<file path="src/rtl/pwr_ctrl_pkg.sv">
package pwr_ctrl_pkg;

  typedef enum logic [1:0] {
    PS_RUN  = 2'd0,
    PS_IDLE = 2'd1,
    PS_STBY = 2'd2,
    PS_WAKE = 2'd3
  } pstate_e;

  localparam logic [15:0] IDLE_REQ_ADDR = 16'h0800;
  localparam logic [15:0] STBY_REQ_ADDR = 16'h0840;

  // End-of-interrupt address for latch index i
  function automatic logic [15:0] eoi_addr(input int i);
    case (i)
      0:       eoi_addr = 16'h0700;
      1:       eoi_addr = 16'h0740;
      2:       eoi_addr = 16'h0780;
      3:       eoi_addr = 16'h07C0;
      4:       eoi_addr = 16'h1700;
      5:       eoi_addr = 16'h1600;
      default: eoi_addr = 16'hFFFF;
    endcase
  endfunction

endpackage

</file>
<file path="src/rtl/pwr_addr_decode.sv">
module pwr_addr_decode
  import pwr_ctrl_pkg::*;
#(
  parameter int ADDR_W = 16,
  parameter int NSRC   = 6
) (
  input  logic              wr_en,
  input  logic [ADDR_W-1:0] wr_addr,
  output logic [NSRC-1:0]   clr_vec,
  output logic              idle_req,
  output logic              stby_req
);

  localparam logic [ADDR_W-1:0] IDLE_A = ADDR_W'(IDLE_REQ_ADDR);
  localparam logic [ADDR_W-1:0] STBY_A = ADDR_W'(STBY_REQ_ADDR);

  for (genvar i = 0; i < NSRC; i++) begin : g_eoi
    localparam logic [ADDR_W-1:0] EOI_A = ADDR_W'(eoi_addr(i));
    assign clr_vec[i] = wr_en && (wr_addr == EOI_A);
  end

  assign idle_req = wr_en && (wr_addr == IDLE_A);
  assign stby_req = wr_en && (wr_addr == STBY_A);

endmodule

</file>
<file path="src/rtl/pwr_irq_bank.sv">
module pwr_irq_bank #(
  parameter int NSRC = 6
) (
  input  logic            clk,
  input  logic            rst_n,
  input  logic [NSRC-1:0] src,
  input  logic [NSRC-1:0] clr,
  output logic [NSRC-1:0] flags
);

  logic [NSRC-1:0] src_q;

  always_ff @(posedge clk) begin
    if (!rst_n) src_q <= '0;
    else        src_q <= src;
  end

  for (genvar i = 0; i < NSRC; i++) begin : g_latch
    logic rise;
    assign rise = src[i] && !src_q[i];
    always_ff @(posedge clk) begin
      if (!rst_n)      flags[i] <= 1'b0;
      else if (rise)   flags[i] <= 1'b1;   // set dominates clear
      else if (clr[i]) flags[i] <= 1'b0;
    end
  end

endmodule

</file>
<file path="src/rtl/pwr_seq.sv">
module pwr_seq
  import pwr_ctrl_pkg::*;
#(
  parameter int CNT_W = 8
) (
  input  logic             clk,
  input  logic             rst_n,
  input  logic             idle_req,
  input  logic             stby_req,
  input  logic             pending,
  input  logic             wake_hit,
  input  logic             disp_en,
  input  logic [CNT_W-1:0] settle,
  output pstate_e          state,
  output logic             violation
);

  pstate_e          st_d;
  logic [CNT_W-1:0] cnt_q, cnt_d;

  always_comb begin
    st_d  = state;
    cnt_d = cnt_q;
    unique case (state)
      PS_RUN: begin
        if (!pending) begin
          if (idle_req)                 st_d = PS_IDLE;
          else if (stby_req && !disp_en) st_d = PS_STBY;
        end
      end
      PS_IDLE: if (pending) st_d = PS_RUN;
      PS_STBY: begin
        if (wake_hit) begin
          if (settle == '0) st_d = PS_RUN;
          else begin
            st_d  = PS_WAKE;
            cnt_d = settle - 1'b1;
          end
        end
      end
      PS_WAKE: begin
        if (cnt_q == '0) st_d = PS_RUN;
        else             cnt_d = cnt_q - 1'b1;
      end
      default: st_d = PS_RUN;
    endcase
  end

  always_ff @(posedge clk) begin
    if (!rst_n) begin
      state     <= PS_RUN;
      cnt_q     <= '0;
      violation <= 1'b0;
    end else begin
      state     <= st_d;
      cnt_q     <= cnt_d;
      violation <= stby_req && disp_en;
    end
  end

endmodule

</file>
<file path="src/rtl/pwr_state_ctrl.sv">
module pwr_state_ctrl
  import pwr_ctrl_pkg::*;
#(
  parameter int ADDR_W = 16,
  parameter int NSRC   = 6,
  parameter int CNT_W  = 8
) (
  input  logic              clk,
  input  logic              rst_n,
  input  logic              wr_en,
  input  logic [ADDR_W-1:0] wr_addr,
  input  logic [NSRC-1:0]   irq_src,
  input  logic [NSRC-1:0]   irq_wake_mask,
  input  logic              wake_i,
  input  logic              disp_en_i,
  input  logic [CNT_W-1:0]  settle_cycles,
  output logic              cpu_clk_en,
  output logic              osc_en,
  output logic              irq_pending,
  output logic              disp_violation,
  output logic [NSRC+1:0]   status
);

  logic [NSRC-1:0] clr_vec;
  logic [NSRC-1:0] flags;
  logic            idle_req, stby_req;
  pstate_e         state;

  pwr_addr_decode #(.ADDR_W(ADDR_W), .NSRC(NSRC)) u_dec (
    .wr_en    (wr_en),
    .wr_addr  (wr_addr),
    .clr_vec  (clr_vec),
    .idle_req (idle_req),
    .stby_req (stby_req)
  );

  pwr_irq_bank #(.NSRC(NSRC)) u_irq (
    .clk   (clk),
    .rst_n (rst_n),
    .src   (irq_src),
    .clr   (clr_vec),
    .flags (flags)
  );

  pwr_seq #(.CNT_W(CNT_W)) u_seq (
    .clk       (clk),
    .rst_n     (rst_n),
    .idle_req  (idle_req),
    .stby_req  (stby_req),
    .pending   (irq_pending),
    .wake_hit  (wake_i || |(flags & irq_wake_mask)),
    .disp_en   (disp_en_i),
    .settle    (settle_cycles),
    .state     (state),
    .violation (disp_violation)
  );

  assign irq_pending = |flags;
  assign cpu_clk_en  = (state == PS_RUN);
  assign osc_en      = (state != PS_STBY);
  assign status      = {flags, state};

endmodule

</file>
<file path="config.mk">
export PLATFORM = sky130hd
export DESIGN_NAME = pwr_state_ctrl
export DESIGN_NICKNAME = d
export VERILOG_FILES = /design/src/rtl/pwr_ctrl_pkg.sv /design/src/rtl/pwr_addr_decode.sv /design/src/rtl/pwr_irq_bank.sv /design/src/rtl/pwr_seq.sv /design/src/rtl/pwr_state_ctrl.sv
export SDC_FILE = /design/constraint.sdc
export NUM_CORES = 1
export LEC_CHECK = 0
export BUFFER_PORTS_ARGS = -buffer_cell sky130_fd_sc_hd__buf_2
export CORE_UTILIZATION = 44
export DETAILED_ROUTE_END_ITERATION = 10
export GPL_TIMING_DRIVEN = 0
export PLACE_DENSITY = 0.83
export SLEW_MARGIN = 20
export SYNTH_ARGS = -nofsm -noshare
export SYNTH_HDL_FRONTEND = slang
export SYNTH_HIERARCHICAL = 1
export SYNTH_SLANG_ARGS = --single-unit
</file>
<file path="constraint.sdc">
create_clock -name clk -period 2.6 [get_ports clk]
set_input_delay 0.39 -clock clk [delete_from_list [all_inputs] [get_ports clk]]
set_output_delay 0.39 -clock clk [all_outputs]
set_load 0.02 [all_outputs]
</file>
# Yosys cells after proc, flatten, opt, wreduce, memory -nomap -nowiden
# Cells that the tools add are included.
[totals]
reg_bits = 23
in_bits = 41
out_inout_bits = 12
word_cells = 94
[classes]
add_sub_neg = 2
eq_ne = 19
muxes = 24
bitwise = 1
n_reduce_logical = 38
[ops]
columns = ["cell", "n"]
rows = [
  ["16-bit by 11-bit equality test with 1-bit output (second input constant)", 4],
  ["16-bit by 12-bit equality test with 1-bit output (second input constant)", 2],
  ["16-bit by 13-bit equality test with 1-bit output (second input constant)", 2],
  ["8-bit 2-to-1 mux", 3],
  ["1-bit logical AND", 16],
  ["8-bit logical NOT", 2],
  ["8-bit one-hot mux with 2 select lines", 1],
  ["8-bit by 1-bit subtractor with 8-bit output (second input constant)", 2],
  ["2-bit 2-to-1 mux", 7],
  ["2-bit nonzero test", 7],
  ["1-bit 2-to-1 mux", 12],
  ["6-bit OR reduction", 2],
  ["2-bit inequality test (second input constant)", 4],
  ["2-bit one-hot mux with 4 select lines", 1],
  ["1-bit logical NOT", 7],
  ["6-bit AND", 1],
  ["2-bit by 1-bit inequality test with 1-bit output (second input constant)", 3],
  ["5-bit AND reduction", 1],
  ["2-bit equality test (second input constant)", 2],
  ["4-bit AND reduction", 1],
  ["3-bit by 1-bit inequality test with 1-bit output (second input constant)", 1],
  ["2-bit by 1-bit equality test with 1-bit output (second input constant)", 1],
  ["2-bit logical NOT", 1],
  ["1-bit logical OR", 1],
]

# Depth between registers and ports, before layout
# Gate-level depths: netlist of run 1.
[depth]
depth_word = 7
ltp_mapped = 10
mapped_depth_nobuf = 8

# Modules after synthesis
# Netlist of run 1, hierarchy kept.
[modules_own_cells]
columns = ["mod", "n_inst", "cells_per_inst", "area_each_um2", "seq_area_each_um2"]
rows = [
  ["pwr_seq", 1, 105, 857.1, 220.2],
  ["pwr_irq_bank", 1, 37, 409.1, 240.2],
  ["pwr_addr_decode", 1, 23, 163.9, 0.0],
  ["pwr_state_ctrl", 1, 9, 51.3, 0.0],
]

# Least setup slack after synthesis of run 1
# Ideal clock, no wire load.
[synth_path]
kind = "register to register"
from = "register u_seq.state[1]"
to = "register u_seq.cnt_q[6]"
setup_ns = 0.092
arrival_time_ns = 2.455
t_required_ns = 2.508
setup_slack_ns = 0.052
stages_incl_launch_ff = 11
path_buffers = 2
period_less_slack_ns = 2.548
cell_sequence = "dfxtp_1 -> buf_4 -> nand2_2 -> buf_1 -> mux2i_1 -> ha_1 -> or4b_1 -> nor2_1 -> xor2_1 -> nor2_1 -> o32ai_1"
[synth_via]
elab_chain_cells = 3
elab_cells_between_ends = 8
classes_between = "eq/ne (5); mux (1); reduce/logical (2)"
[synth_lines]
columns = ["item", "line_no", "rtl"]
rows = [
  ["start, declared", "pwr_seq.sv:14", "output pstate_e state,"],
  ["start signal, assigned", "pwr_seq.sv:55", "state <= st_d;"],
  ["2-bit equality test", "pwr_seq.sv:24", "unique case (state)"],
  ["2-bit inequality test (no line) (tied with other cells)", "--", ""],
  ["4-bit AND reduction (no line)", "--", ""],
  ["end signal, assigned", "pwr_seq.sv:56", "cnt_q <= cnt_d;"],
  ["end, declared", "pwr_seq.sv:19", "logic [CNT_W-1:0] cnt_q, cnt_d;"],
]
# Several ways; a longest one is shown, not always the timed one.
# A chain may end at the register's enable or synchronous reset.

# Worst setup path after layout of run 1
# Same ends and word-level chain as after synthesis.

==> results of run 1 <==
==> metal layers <==
layer,up-vias,wire [µm],GRT usage (%)
li1,749,-,-
met3,5,208,3.247
met2,54,1649,35.24
met1,657,1567,25.23
met4,0,42,6.977
met5,-,0,0
==> final timing paths <==
check | startpoint | end | slack [ps]
min | irq_src[3] | u_irq/src_q[3] | 270
max | u_seq/state[1] | u_seq/cnt_q[6] | 190
min reg2reg | u_irq/src_q[2] | u_irq/flags[2] | 500
max reg2reg | u_seq/state[1] | u_seq/cnt_q[6] | 190
==> kinds of logic after synthesis <==
| family | after synthesis | share of synthesized area, % |
|---|---|---|
| xor gates and xnor gates | 3 | 1.774 |
| adders and majority gates | 1 | 0.8445 |
| DFF | 23 | 31.08 |
| muxes | 3 | 2.027 |
| AOI/OAI and AO/OA | 45 | 23.57 |
| and+or+nand+nor | 91 | 37.58 |
| buffers and inverters | 8 | 3.124 |
==> per-stage QoR <==
stage                     util (%)  setup WS [ps]  area [µm²]  hold slack (ps)
after floorplan                  -          52.29        1481            449.5
after global placement       57.44         -129.3        1797            471.4
after detailed placement     57.44         -165.8        1797            476.6
after CTS                    58.40          27.15        1827            265.2
after global routing         58.68          23.56        1836            258.1
final                        58.68          185.5        1836            274.0
==> state kept, by name, summed over array words and instances (netlist names) <==
| name | count |
|---|---|
| u_seq/state | 2 |
| u_seq/violation | 1 |
| u_irq/flags | 6 |
| u_seq/cnt_q | 8 |
| u_irq/src_q | 6 |
==> cells in the final DEF, fill, tap and decap left out, drive strengths merged, types with 3 or more instances in the layout <==
cell,n
nor2,19
nand3,5
nor3,5
a21oi,10
nand2b,15
a21boi,7
clkbuf,3
nand2,15
o21ai,4
and2,8
mux2i,3
inv,3
nor3b,3
nor4,5
dfxtp,23
a211oi,3
buf,56
==> worst register-to-register path: stages (launching register included) <==
cell and delay, ps:
dfxtp_2 370, buf_4 180, nand2_4 180, mux2i_1 260, ha_2 250, or3b_1 410, nor3_1 200, xor2_1 170
nor2_1 70, o32ai_1 240
==> where the power goes <==
group          switching (mW)  internal (mW)
combinational          0.0665         0.0598
sequential            0.00805          0.365
clock                   0.113         0.0588
total                   0.188          0.483
==> layout make-up <==
cell class	count	area, µm²
Buffer	4	31.28
Clock buffer	3	22.52
Clock inverter	1	7.507
Fill cell	299	1292
Inverter	3	11.26
Multi-Input combinational cell	143	985.9
Sequential cell	23	461.7
Tap cell	44	55.05
Timing Repair Buffer	52	260.3
==> timing repair <==
item	CTS	global route
buffers inserted	0	0
endpoints found under the setup margin	1	1
resized for setup	1	3
hold endpoints to repair	0	0
==> impl_metrics.env, run 1 <==
export IMPL_io_pins=53
export IMPL_total_power_mw=0.6707
export IMPL_start_util_pct=47.36
export IMPL_clkTransAtPathRegs_ps=140
export IMPL_synthToLayoutAreaGrowth_pct=23.90
export IMPL_postSynthCellCount=174
export IMPL_start_kind="register"
export IMPL_yosysTopAreaCell="dfxtp_1"
export IMPL_async_reset_ff_share_pct=0
export IMPL_worstSetupPathType="register to register"
export IMPL_cts_root_buf="clkbuf_4"
export IMPL_grt_pass1_wl_um=5437
export IMPL_clockBufferDepth=2
export IMPL_drcViolationCount=0
export IMPL_postCtsHoldBufs=0
export IMPL_period_share_pct=92.86
export IMPL_netlist_top_cells_count="dfxtp_1 (23), nor2_1 (19), nand2b_1 (15), nand2_1 (14), a21oi_1 (10)"
export IMPL_synth_top_cell_area_share_pct=31.08
export IMPL_setup_viol=0
export IMPL_dieArea_um2=3603
export IMPL_synth_seq_area_share_pct=31.08
export IMPL_insertion_delay_ps=320
export IMPL_holdPathStages=2
export IMPL_synth_distinct_cells=62
export IMPL_crit_buf_inv=1
export IMPL_drt_antenna_violating_nets=0
export IMPL_final_cells=273
export IMPL_crit_arrival_ps=2640
export IMPL_grt_remaining_overflow=0
export IMPL_cp_slowest_stage_delay_ps=410
export IMPL_fp_dieH_um=60.03
export IMPL_grt_max_degree=15
export IMPL_syn_area_per_cell_um2=8.514
export IMPL_drive_gt1_share_pct=33.19
export IMPL_crit_cells=9
export IMPL_wl_um=3468
export IMPL_numCtsBuffers=3
export IMPL_outcome="complete, no violations"
export IMPL_first_iter_violations=57
export IMPL_max_freq_mhz=414.2
export IMPL_finalHoldViolCount=0
export IMPL_antenna_cells=0
export IMPL_detail_route_wl_per_cell_um=12.70
export IMPL_crit_family="simple AND/OR/NAND/NOR gates"
export IMPL_design_core_area_um2=3128
export IMPL_ys_flop_type="dfxtp_1"
export IMPL_cp_cell_sequence="buf_4 -> nand2_4 -> mux2i_1 -> ha_2 -> or3b_1 -> nor3_1 -> xor2_1 -> nor2_1 -> o32ai_1"
export IMPL_p_leak_nw=0.8047
export IMPL_cp_max_fo=14
export IMPL_slew_headroom_pct=64.89
export IMPL_rsz0062_at_grt="false"
export IMPL_rr_worst_depth=9
export IMPL_port_buffers=52
export IMPL_synth_edff_count=0
export IMPL_slew_viol_final=0
export IMPL_yosysWarningCount=6
export IMPL_ir_drop_v=0.0003131
export IMPL_cts_tree="done"
export IMPL_maxCapViolCount=0
export IMPL_fin_crit_ps=2414
export IMPL_grt_use_total_pct=20.28
export IMPL_grt_pass1_vias=1278
export IMPL_endpoint_kind="register"
export IMPL_synth_most_common_cell="dfxtp_1"
export IMPL_cts_max_level=1
export IMPL_die_width_um=60.03
export IMPL_powerDensity_nw_per_um2=365.4
export IMPL_finalClockSkew_ps=15.75
export IMPL_vias=1465
export IMPL_synth_area_top_cells="dfxtp_1 (31%), nand2b_1 (6.3%), nor2_1 (4.8%)"
export IMPL_synth_area_um2=1481
export IMPL_dpl_hpwl_um=2798
export IMPL_tns_ps=0
export IMPL_synth_seq_cells=23
export IMPL_critPathRequiredTime_ps=2830
export IMPL_first_pass_iters=4
export IMPL_antenna_found_initial=0
export IMPL_cpMaxStageDelayCell="or3b_1"
export IMPL_rows=20
export IMPL_syn_nets=216
export IMPL_finalNetCount=272
export IMPL_hp_class="input pin to register"
export IMPL_worst_slew_pin_slew_ps=521.9
export IMPL_cts_sinks=23
export IMPL_dp_cells=270
export IMPL_place_gp_congestion=0.9036
export IMPL_vias_per_cell=5.366
(Power assumes the default switching activity.)
==> run 2: changes to the inputs <==
- ABC_AREA: default -> 1
- CORE_UTILIZATION: 44 -> 46
- PLACE_DENSITY: 0.83 -> 0.84
==> run 2 against run 1 <==
Sequential share of layout area down 2.3 points. Via count up 21%. Critical path depth up 3. First-iteration DRC count up 65%. Sequential power up 1%. Register-to-register slack better by 640 ps. Power up 3.8%. Cell count up 42%. Utilization up 0.33 points. Global-route usage up 0.92 points. Die area up 8.0%.
==> impl_metrics.env, run 2 <==
export IMPL_outcome="complete, no violations"
export IMPL_grt_pass1_vias=1682
export IMPL_cts_tree="done"
export IMPL_reg_top3="u_seq/cnt_q x8, u_irq/flags x6, u_irq/src_q x6"
export IMPL_multiInputGateArea_um2=925.9
export IMPL_hp_class="input pin to register"
export IMPL_power_share_clock_pct=23.3
export IMPL_top_register="u_seq/cnt_q"
export IMPL_slew_viol_final=0
export IMPL_design_core_area_um2=3416
export IMPL_first_pass_iters=4
export IMPL_synth_seq_area_share_pct=27.46
export IMPL_grt_use_total_pct=21.20
export IMPL_p_leak_nw=1.127
export IMPL_async_reset_ff_share_pct=0
export IMPL_cp_max_fo=10
export IMPL_detail_route_wl_per_cell_um=9.510
export IMPL_postCtsHoldBufs=0
export IMPL_crit_arrival_ps=1980
export IMPL_worstSetupPathType="register to register"
export IMPL_rows=21
export IMPL_start_util_pct=49.08
export IMPL_start_kind="register"
export IMPL_cts_resized=0
export IMPL_switchingPower_mw=0.2047
export IMPL_finalHoldViolCount=0
export IMPL_yosysWarningCount=6
export IMPL_synth_area_top_cells="dfxtp_1 (27%), nand2_1 (17%), inv_1 (12%)"
export IMPL_finalClockSkew_ps=13.72
export IMPL_regArea_um2=460.4
export IMPL_endpoint_kind="register"
export IMPL_grt_remaining_overflow=0
export IMPL_tns_ps=0
export IMPL_fp_dieH_um=62.37
export IMPL_grt_pass1_wl_um=6803
export IMPL_fin_crit_ps=1775
export IMPL_cts_max_level=1
export IMPL_cts_setup_buffers=0
export IMPL_synth_edff_count=0
export IMPL_ir_drop_v=0.0002998
export IMPL_grt_max_degree=13
export IMPL_critPathRequiredTime_ps=2800
export IMPL_clockBufferDepth=2
export IMPL_netlist_top_cells_count="nand2_1 (76), inv_1 (55), nor2_1 (54), nand3_1 (26), dfxtp_1 (23)"
export IMPL_vias=1779
export IMPL_synth_seq_cells=23
export IMPL_fillers=371
export IMPL_synth_most_common_cell="nand2_1"
export IMPL_total_power_mw=0.6965
export IMPL_antenna_cells=0
export IMPL_antenna_found_initial=0
export IMPL_ys_flop_type="dfxtp_1"
export IMPL_cts_root_buf="clkbuf_4"
export IMPL_finalNetCount=385
export IMPL_period_share_pct=68.29
export IMPL_worst_slew_pin_slew_ps=255.5
export IMPL_power_internal_mw=0.4918
export IMPL_largest_reg_flops=8
export IMPL_whs_ps=267.9
export IMPL_synth_top_cell_area_share_pct=27.46
export IMPL_dpl_hpwl_um=3022
export IMPL_clkTransAtPathRegs_ps=130
export IMPL_synth_area_um2=1677
export IMPL_cts_sinks=23
export IMPL_place_gp_congestion=0.9320
export IMPL_final_cell_mix="nand2_1 (76), inv_1 (55), nor2_1 (54)"
export IMPL_final_common_cell="nand2_1"
export IMPL_yosysTopAreaCell="dfxtp_1"
export IMPL_drt_antenna_violating_nets=0
export IMPL_slew_headroom_pct=82.91
export IMPL_wl_um=3690
export IMPL_syn_nets=329
export IMPL_maxCapViolCount=0
export IMPL_die_width_um=62.37
export IMPL_drive_gt1_share_pct=25.44
export IMPL_syn_area_per_cell_um2=5.842
export IMPL_p_sw_share_pct=29.39
export IMPL_io_pins=53
export IMPL_drcViolationCount=0
export IMPL_postSynthCellCount=287
export IMPL_setup_viol=0
export IMPL_seq_power_share_pct=54.3
export IMPL_first_iter_violations=94
export IMPL_dieArea_um2=3890
export IMPL_powerDensity_nw_per_um2=345.5
export IMPL_combPwrFrac_pct=22.4
export IMPL_port_buffers=51
export IMPL_rsz0062_at_grt="false"
export IMPL_vias_per_cell=4.585
export IMPL_synthToLayoutAreaGrowth_pct=20.22
export IMPL_max_freq_mhz=563.2
export IMPL_synth_distinct_cells=21
export IMPL_insertion_delay_ps=310
export IMPL_numCtsBuffers=3
[run 2: metrics by stage]
step           setup WS [ps]  util (%)  instances  area (µm²)
2_1_floorplan          846.4         -        287        1677
3_3_place_gp           890.0     58.24        384        1989
3_5_place_dp           870.0     58.24        384        1989
4_1_cts                835.2     59.01        388        2016
5_1_grt                600.7     59.01        388        2016
6_report               824.6     59.01        388        2016
[run 2: power by group through the flow]
stage | clock, mW | sequential, mW | combinational, mW
detailed placement | 0 | 0.386 | 0.155
floorplan | 0 | 0.395 | 0.0844
CTS | 0.172 | 0.378 | 0.156
finish | 0.162 | 0.378 | 0.156
global placement | 0 | 0.385 | 0.152
global route | 0.185 | 0.381 | 0.178
[run 2: kinds of logic (layout without fill, tap and decap cells)]
logic type	after synthesis	in the layout	synth area share, %
and+or+nand+nor	182	182	48.88
AOI/OAI and AO/OA	18	18	5.597
DFF	23	23	27.46
adders and majority gates	1	1	0.7461
buffers and inverters	63	118	17.31
[run 2: area by class of cell]
class	instances	share of cell area (%)
clock buffers	4	1.304
inverters	57	10.61
multi-input cells	201	45.93
repair buffers	51	12.66
plain buffers	6	3.786
flip-flops and latches	23	22.84
well taps	46	2.855
[run 2: path summary, 6_finish.rpt]
path,from,endpoint,slack [ps],depth (start not counted)
min,irq_src[5],u_irq/src_q[5],270,3
max,u_seq/state[1],u_seq/cnt_q[4],820,12
max reg2reg,u_seq/state[1],u_seq/cnt_q[4],820,12
min reg2reg,u_irq/src_q[2],u_irq/flags[2],490,3
[run 2: routing by layer]
metal / global-route usage, % / wire [µm] / share of wire, %
met1: 25.37 / 1654 / 45
met2: 38.60 / 1794 / 49
met3: 2.920 / 214 / 5.8
met4: 7.267 / 26 / 0.70
met5: 0 / 0 / 0
[run 2: critical path: stages (launching register included)]
cell,delay [ps]
dfxtp_1,400
buf_6,170
nand2_4,80
buf_8,160
nand2_2,50
nand2_2,90
inv_2,70
ha_1,170
nand2_2,80
o21ai_0,170
nand2_1,80
nor2_1,80
nor2_1,50
==> run 3: changes to the inputs <==
- ABC_AREA: 1 -> 0
- CORE_UTILIZATION: 46 -> 44
- PLACE_DENSITY: 0.84 -> 0.83
- clock period: 2.6 -> 1.46 ns (I/O delays scaled with it)
==> run 3 against run 2 <==
The run now ends with setup timing left. Cell count shrank 24%. Critical path type unchanged. Power grew 77%. Flip-flop and latch count is the same. Register-to-register slack lost 1600 ps. Utilization grew 8.8 points. Clock skew shrank 2.6 ps. Clock power grew 95%. Sequential share of layout area shrank 0.26 points. Highest routed layer unchanged.
==> impl_metrics.env, run 3 (same netlist as run 1, synthesis figures left out) <==
export IMPL_outcome="finished with violations"
export IMPL_violations="setup timing"
export IMPL_maxCapViolCount=0
export IMPL_dp_cells=270
export IMPL_port_buffers=52
export IMPL_grt_pass1_vias=1517
export IMPL_clockBufferDepth=2
export IMPL_start_util_pct=47.36
export IMPL_ir_drop_v=0.0004998
export IMPL_vias=1646
export IMPL_drt_antenna_violating_nets=0
export IMPL_cts_sinks=23
export IMPL_design_core_area_um2=3128
export IMPL_final_cells=294
export IMPL_total_power_mw=1.235
export IMPL_vias_per_cell=5.599
export IMPL_numCtsBuffers=3
export IMPL_synthToLayoutAreaGrowth_pct=43.24
export IMPL_finalHoldViolCount=0
export IMPL_critPathRequiredTime_ps=1710
export IMPL_largest_reg_flops=8
export IMPL_cts_max_level=1
export IMPL_worst_slew_pin_slew_ps=665.1
export IMPL_dpl_hpwl_um=2787
export IMPL_cp_max_fo=5
export IMPL_top_register="u_seq/cnt_q"
export IMPL_p_leak_nw=0.9273
export IMPL_setup_viol=10
export IMPL_grt_pass1_wl_um=6637
export IMPL_first_iter_violations=87
export IMPL_detail_route_wl_per_cell_um=14.45
export IMPL_drcViolationCount=0
export IMPL_powerDensity_nw_per_um2=581.9
export IMPL_place_gp_congestion=0.9236
export IMPL_dp_slack_ps=-892.1
export IMPL_wl_um=4249
export IMPL_grt_remaining_overflow=0
export IMPL_finalNetCount=293
export IMPL_insertion_delay_ps=330
export IMPL_postCtsHoldBufs=0
export IMPL_rsz0062_at_grt="true"
export IMPL_antenna_cells=0
export IMPL_worstSetupPathType="register to register"
export IMPL_cts_tree="done"
export IMPL_finalClockSkew_ps=11.11
export IMPL_first_pass_iters=4
export IMPL_max_freq_mhz=453.5
export IMPL_slew_headroom_pct=55.25
export IMPL_io_pins=53
export IMPL_fin_crit_ps=2205
export IMPL_worst_slack_ps=-745.0
export IMPL_final_common_cell="buf_2"
export IMPL_crit_arrival_ps=2460
export IMPL_die_width_um=60.03
export IMPL_hp_class="input pin to register"
export IMPL_rows=20
export IMPL_fp_dieH_um=60.03
export IMPL_grt_max_degree=15
export IMPL_cts_root_buf="clkbuf_4"
export IMPL_antenna_found_initial=0
export IMPL_reg_top3="u_seq/cnt_q x8, u_irq/flags x6, u_irq/src_q x6"
export IMPL_start_kind="register"
export IMPL_r2r_slack_ps=-740
export IMPL_endpoint_kind="register"
export IMPL_period_share_pct=151.0
export IMPL_slew_viol_final=0
export IMPL_tns_ps=-3546
export IMPL_drive_gt1_share_pct=46.00
export IMPL_final_cell_mix="buf_2 (52), buf_4 (20), nor2_1 (18)"
export IMPL_clkTransAtPathRegs_ps=140
export IMPL_dieArea_um2=3603
export IMPL_grt_use_total_pct=24.64
==> run 3: cell types whose count changed in the layout (fill, tap and decap cells not counted), sizes merged, moves of 15 or more <==
cell	previous run	this run
inv	57	4
nand3	31	5
nand2	89	15
nand2b	0	15
nor2	60	19
buf	57	76
==> run 3: final cells by class <==
type | count | area [µm²]
Buffer | 5 | 57.56
Clock buffer | 3 | 22.52
Clock inverter | 1 | 6.256
Fill cell | 270 | 1006
Inverter | 3 | 11.26
Multi-Input combinational cell | 144 | 1081
Sequential cell | 23 | 479.2
Tap cell | 44 | 55.05
Timing Repair Buffer | 71 | 409.1
==> run 3: critical path, stage by stage, from the launching register on <==
cell     delay (ps)
dfxtp_4         380
buf_8           130
nand2_8          70
buf_8           100
mux2i_1         190
ha_2            220
or4b_4          500
nor2_4          100
xor2_1          140
nor2_1           70
o32ai_2         230
==> run 3: metrics by stage <==
stage | instance area, µm² | utilization (%) | hold slack, ps
2_1_floorplan | 1545 | - | 335.9
3_3_place_gp | 1861 | 59.48 | 438.2
3_5_place_dp | 1861 | 59.48 | 442.4
4_1_cts | 2026 | 64.76 | 91.30
5_1_grt | 2122 | 67.84 | 89.86
6_report | 2122 | 67.84 | 107.5
==> run 3: metal layers <==
layer  wire (µm)  GRT usage [%]  up-vias
met4         156          9.635        0
met5           0              0        -
li1            -              -      796
met1        1754          31.48      762
met3         274          4.113       20
met2        2063          41.11       68
==> run 3: report_power, final <==
part	switching, mW	total (mW)	leakage, nW	internal, mW
Combinational	0.128	0.256	0.716	0.128
Clock	0.209	0.316	0.0183	0.107
Sequential	0.0156	0.663	0.193	0.647
==> run 3: path summary, 6_finish.rpt <==
kind,end,from,cells after the start
setup / recovery,u_seq/cnt_q[6],u_seq/state[1],10
hold / removal,u_irq/src_q[5],irq_src[5],2
setup reg to reg,u_seq/cnt_q[6],u_seq/state[1],10
hold reg to reg,u_irq/flags[3],u_irq/src_q[3],2
==> run 3: timing repair <==
action                     CTS  global route
setup endpoints to repair   11            11
gates cloned                 1             0
pin swaps                   11             7
resized for setup            9            11
buffers inserted            12             8
